### src/rtl/outport_pkg.sv
package outport_pkg;
  localparam logic [7:0] OP_RESET_VAL = 8'hCF;
  localparam logic [7:0] CMD_A20_ON   = 8'hDF;
  localparam logic [7:0] CMD_A20_OFF  = 8'hDD;
  localparam logic [3:0] PULSE_NIB    = 4'hF;
  localparam int         BIT_RST      = 0;
  localparam int         BIT_A20      = 1;

  function automatic logic is_pulse_cmd(input logic [7:0] code);
    return code[7:4] == PULSE_NIB;
  endfunction
endpackage

### src/rtl/outport_hold.sv
module outport_hold
  import outport_pkg::*;
(
  input  logic       clk,
  input  logic       rst_n,
  input  logic       wr_en,
  input  logic [7:0] wr_data,
  input  logic       a20_on,
  input  logic       a20_off,
  output logic [7:0] held_q
);
  logic [7:0] held_d;
  logic       upd_en;

  assign upd_en = wr_en | a20_on | a20_off;

  // a full write takes precedence over the A20 commands
  always_comb begin
    held_d = held_q;
    if (wr_en)        held_d = wr_data;
    else if (a20_on)  held_d[BIT_A20] = 1'b1;
    else if (a20_off) held_d[BIT_A20] = 1'b0;
  end

  always_ff @(posedge clk or negedge rst_n) begin
    if (!rst_n)      held_q <= OP_RESET_VAL;
    else if (upd_en) held_q <= held_d;
  end
endmodule

### src/rtl/outport_pulse.sv
module outport_pulse #(
  parameter int PULSE_CYCLES = 300,
  parameter int CNT_W        = $clog2(PULSE_CYCLES + 1)
) (
  input  logic             clk,
  input  logic             rst_n,
  input  logic             req_valid,
  input  logic [3:0]       req_keep,
  output logic             start,
  output logic [3:0]       low_mask,
  output logic [CNT_W-1:0] cnt_q
);
  localparam logic [CNT_W-1:0] LOAD = CNT_W'(PULSE_CYCLES - 1);

  logic [3:0]       mask_q, mask_d;
  logic [CNT_W-1:0] cnt_d;
  logic             busy;

  assign busy     = (mask_q != 4'h0);
  assign start    = req_valid && (req_keep != 4'hF) && !busy;
  assign low_mask = mask_q;

  always_comb begin
    mask_d = mask_q;
    cnt_d  = cnt_q;
    if (start) begin
      mask_d = ~req_keep;
      cnt_d  = LOAD;
    end else if (busy) begin
      if (cnt_q == '0) mask_d = 4'h0;
      else             cnt_d  = cnt_q - 1'b1;
    end
  end

  always_ff @(posedge clk or negedge rst_n) begin
    if (!rst_n) begin
      mask_q <= 4'h0;
      cnt_q  <= '0;
    end else if (start || busy) begin
      mask_q <= mask_d;
      cnt_q  <= cnt_d;
    end
  end
endmodule

### src/rtl/outport_ctl.sv
module outport_ctl
  import outport_pkg::*;
#(
  parameter int PULSE_CYCLES = 300
) (
  input  logic       clk,
  input  logic       rst_n,
  input  logic       cmd_valid,
  input  logic [7:0] cmd_code,
  input  logic       port_wr,
  input  logic [7:0] port_wdata,
  input  logic       kbd_full,
  input  logic       aux_full,
  output logic [7:0] port_val,
  output logic       a20_gate,
  output logic       reset_req
);
  localparam int CNT_W = $clog2(PULSE_CYCLES + 1);

  logic [7:0]       held_q;
  logic [3:0]       low_mask;
  logic [CNT_W-1:0] pulse_cnt;
  logic             pulse_start;
  logic             a20_on, a20_off, pulse_req;
  logic             strobe_d, strobe_q;

  assign a20_on    = cmd_valid && (cmd_code == CMD_A20_ON);
  assign a20_off   = cmd_valid && (cmd_code == CMD_A20_OFF);
  assign pulse_req = cmd_valid && is_pulse_cmd(cmd_code);

  outport_hold u_hold (
    .clk     (clk),
    .rst_n   (rst_n),
    .wr_en   (port_wr),
    .wr_data (port_wdata),
    .a20_on  (a20_on),
    .a20_off (a20_off),
    .held_q  (held_q)
  );

  outport_pulse #(.PULSE_CYCLES(PULSE_CYCLES), .CNT_W(CNT_W)) u_pulse (
    .clk       (clk),
    .rst_n     (rst_n),
    .req_valid (pulse_req),
    .req_keep  (cmd_code[3:0]),
    .start     (pulse_start),
    .low_mask  (low_mask),
    .cnt_q     (pulse_cnt)
  );

  // a reset request accompanies every entry of bit 0 into a low phase
  assign strobe_d = (port_wr && !port_wdata[BIT_RST]) ||
                    (pulse_start && !cmd_code[BIT_RST]);

  always_ff @(posedge clk or negedge rst_n) begin
    if (!rst_n) strobe_q <= 1'b0;
    else        strobe_q <= strobe_d;
  end

  assign reset_req = strobe_q;
  assign port_val  = {held_q[7:6], aux_full, kbd_full, held_q[3:0] & ~low_mask};
  assign a20_gate  = held_q[BIT_A20] & ~low_mask[BIT_A20];
endmodule

### config.mk
export PLATFORM = sky130hd
export DESIGN_NAME = outport_ctl
export DESIGN_NICKNAME = d
export VERILOG_FILES = /design/src/rtl/outport_pkg.sv /design/src/rtl/outport_hold.sv /design/src/rtl/outport_pulse.sv /design/src/rtl/outport_ctl.sv
export SDC_FILE = /design/constraint.sdc
export NUM_CORES = 1
export LEC_CHECK = 0
export ABC_AREA = 1
export BUFFER_PORTS_ARGS = -buffer_cell sky130_fd_sc_hd__buf_4
export CORE_MARGIN = 2
export CORE_UTILIZATION = 55
export CTS_BUF_LIST = sky130_fd_sc_hd__clkbuf_2
export CTS_CLUSTER_SIZE = 28
export DETAILED_ROUTE_END_ITERATION = 12
export PLACE_DENSITY = 0.82
export RECOVER_POWER = 50
export SLEW_MARGIN = 10
export SYNTH_ARGS = -nofsm -noshare
export SYNTH_HDL_FRONTEND = slang
export SYNTH_HIERARCHICAL = 1
export SYNTH_SLANG_ARGS = --single-unit
### constraint.sdc
create_clock -name clk -period 2.1 [get_ports clk]
set_input_delay 0.315 -clock clk [delete_from_list [all_inputs] [get_ports clk]]
set_output_delay 0.315 -clock clk [all_outputs]
set_load 0.01 [all_outputs]
==> metrics.md <==
| Metric | Value |
|---|---|
| Status | finished, final reports clean |
| Hold Fails Final Rpt | 0 |
| GRT Overall Usage | 0.2077 |
| Hold WC Path Type | in2reg |
| Top-Level Pins | 32 |
| Tcrit/Tclk final | 0.7207 |
| RSZ-0062 raised after global routing | false |
| Fin crit period | 1.514 ns |
| Slew margin rel. | 0.2834 |
| Final core occ | 0.6696 |
| Area delta synth->final | 17.99% |
| Clk pin slew, worst setup/hold paths | 0.20 ns |
| Cell breakdown of the critical path | inv_1, ha_1, nand2_4, nor2_8, a21oi_1, nand3_1, nand2_1 |
| Synth Instances | 157 |
| Final ANT Viol Nets | 0 |
| Die width | 51.31 microns |
| DRC viols | 0 |
| Ant diodes | 0 |
| Crit path DAT | 1.78 ns |
| Crit end category | flop |
| WL final | 2.423 mm |
| Initial antenna violation count | 0 |
| First-pass GRT wire length | 4.133 mm |
| Htree depth | 1 |
| Synth Area per Inst | 7.842 sq um |
| Initial drt markers | 31 |
| Final Max Slew Viols | 0 |
| DRT Pass-1 Iters | 4 |
| Fmax | 660.7 MHz |
| Initial Utilization | 0.5675 |
| DR WL/cell | 11.59 microns |
| Syn nets | 180 |
| Leakage power total | 0.0007616 uW |
| Pin count of the biggest net entering global routing | 22 |
| Core Box Area | 2170 sq um |
| Clock buffers created by TritonCTS | 3 |
| Maximum VDD drop | 0.7649 mV |
| Worst slew pin tran | 1.075 ns |
| Clock Tree Buf Depth | 2 |
| Critical Path Max Stage Delay | 0.41 ns |
| Crit-path max FO | 4 |
| Routed vias | 1028 |
| Cell Area, Synth | 1231 sq um |
| Placement Rows | 17 |
| Max-cap violations | 0 |
| CTS sink cnt | 20 |
| Vias per cell | 4.919 |
| CP Launch Type | flop |
| # port buffers | 25 |
| CP Class | reg2reg |
| HPWL after DPL | 1.828 mm |
| Worst Hold Slack | 0.1524 ns |
| Crit path required time | 2.37 ns |
| CP max-delay cell | dfrtp_1 |
| Root Driver | clkbuf_2 |
| Worst-Skew Late Latency | 0.31 ns |
| Die area | 2633 sq um |
| Global route overflow | 0 |
| Vias in the first global route | 981 |
| YS warnings | 6 |
| Die H | 51.31 microns |
| Clock skew | 0.001589 ns |
| Endpoints failing setup | 0 |
| Pwr Total | 1825 uW |
| Layout cells sized above 1 | 0.2928 |
| Post-route setup TNS | 0 ns |
| Final Wtd Congestion | 0.8133 |
| CTS tree | built |
| Nets@finish | 205 |
| Power Density | 1256 nW/um^2 |
[layer usage]
metal  global-route usage  routed length (microns)  vias to the layer above
met5                    0                        0                        -
met4              0.06579                       12                        0
met3              0.02632                      107                        2
met2               0.3745                     1210                       23
met1               0.2571                     1093                      467
li1                     -                        -                      536
[placed cells by master, fill, tap and decap left out, types with 2 or more instances in the layout]
| master | instances |
|---|---|
| dfrtp_1 | 14 |
| inv_2 | 3 |
| nor2_1 | 17 |
| inv_1 | 18 |
| nor2_2 | 5 |
| clkbuf_2 | 3 |
| nand4_1 | 3 |
| a21oi_1 | 2 |
| o21ai_1 | 6 |
| nand2_4 | 4 |
| nand3_1 | 18 |
| buf_4 | 24 |
| nand2_1 | 41 |
| dfstp_2 | 6 |
[sequential cells by signal (all words and copies together) (netlist names)]
name,cells
u_pulse/low_mask,4
u_pulse/cnt_q,9
u_hold/held_q,6
reset_req,1
[power breakdown]
group	leakage [uW]	internal [uW]	switching [uW]	total (uW)
clock	0.0000266	164	121	285
combinational	0.000493	357	548	906
sequential	0.000242	515	119	634
[per-stage QoR]
step / area [sq um] / setup WS (ns) / std cells
3_5_place_dp: 1401 / 0.6415 / 204
3_3_place_gp: 1401 / 0.6967 / 204
4_1_cts: 1456 / 0.5893 / 209
6_report: 1453 / 0.5865 / 209
5_1_grt: 1453 / 0.4511 / 209
2_1_floorplan: 1231 / 0.7807 / 157
[worst paths after layout]
check / cells after the start / slack, ns / start / endpoint
worst min register to register: 2 / 0.48 / u_hold/held_q[2] / u_hold/held_q[2]
worst min-delay path: 2 / 0.15 / port_wdata[0] / reset_req
worst max register to register: 7 / 0.59 / u_pulse/cnt_q[0] / u_pulse/cnt_q[2]
min in group asynchronous: 2 / 0.68 / rst_n / u_pulse/low_mask[1]
max in group asynchronous: 2 / 0.78 / rst_n / u_pulse/low_mask[0]
worst max-delay path: 7 / 0.59 / u_pulse/cnt_q[0] / u_pulse/cnt_q[2]
[layout make-up]
cell class                 instances  area [sq um]
fill                             182         716.9
multi-input combinational        110         591.8
sequential                        20         508.0
timing repair buffer              26         193.9
inverter                          21         78.83
tap                               28         35.03
clock inverter                     1         30.03
clock buffer                       3         15.01
[critical path, delay by kind of cell, from the launching register on]
family	cells	cell delay [ns]
AND/OR/NAND/NOR	4	0.41
adder cells (fa/ha/maj)	1	0.27
AO/OA/AOI/OAI	1	0.32
flip-flops	1	0.41
buffers and inverters	1	0.07
[repair_timing]
action	4_1_cts	5_1_grt
buffers inserted	0	0
hold buffers	1	0
hold endpoints to repair	14	0
resized for setup	0	0
endpoints found under the setup margin	0	0
Note: power is estimated with default switching activity, not from simulation.
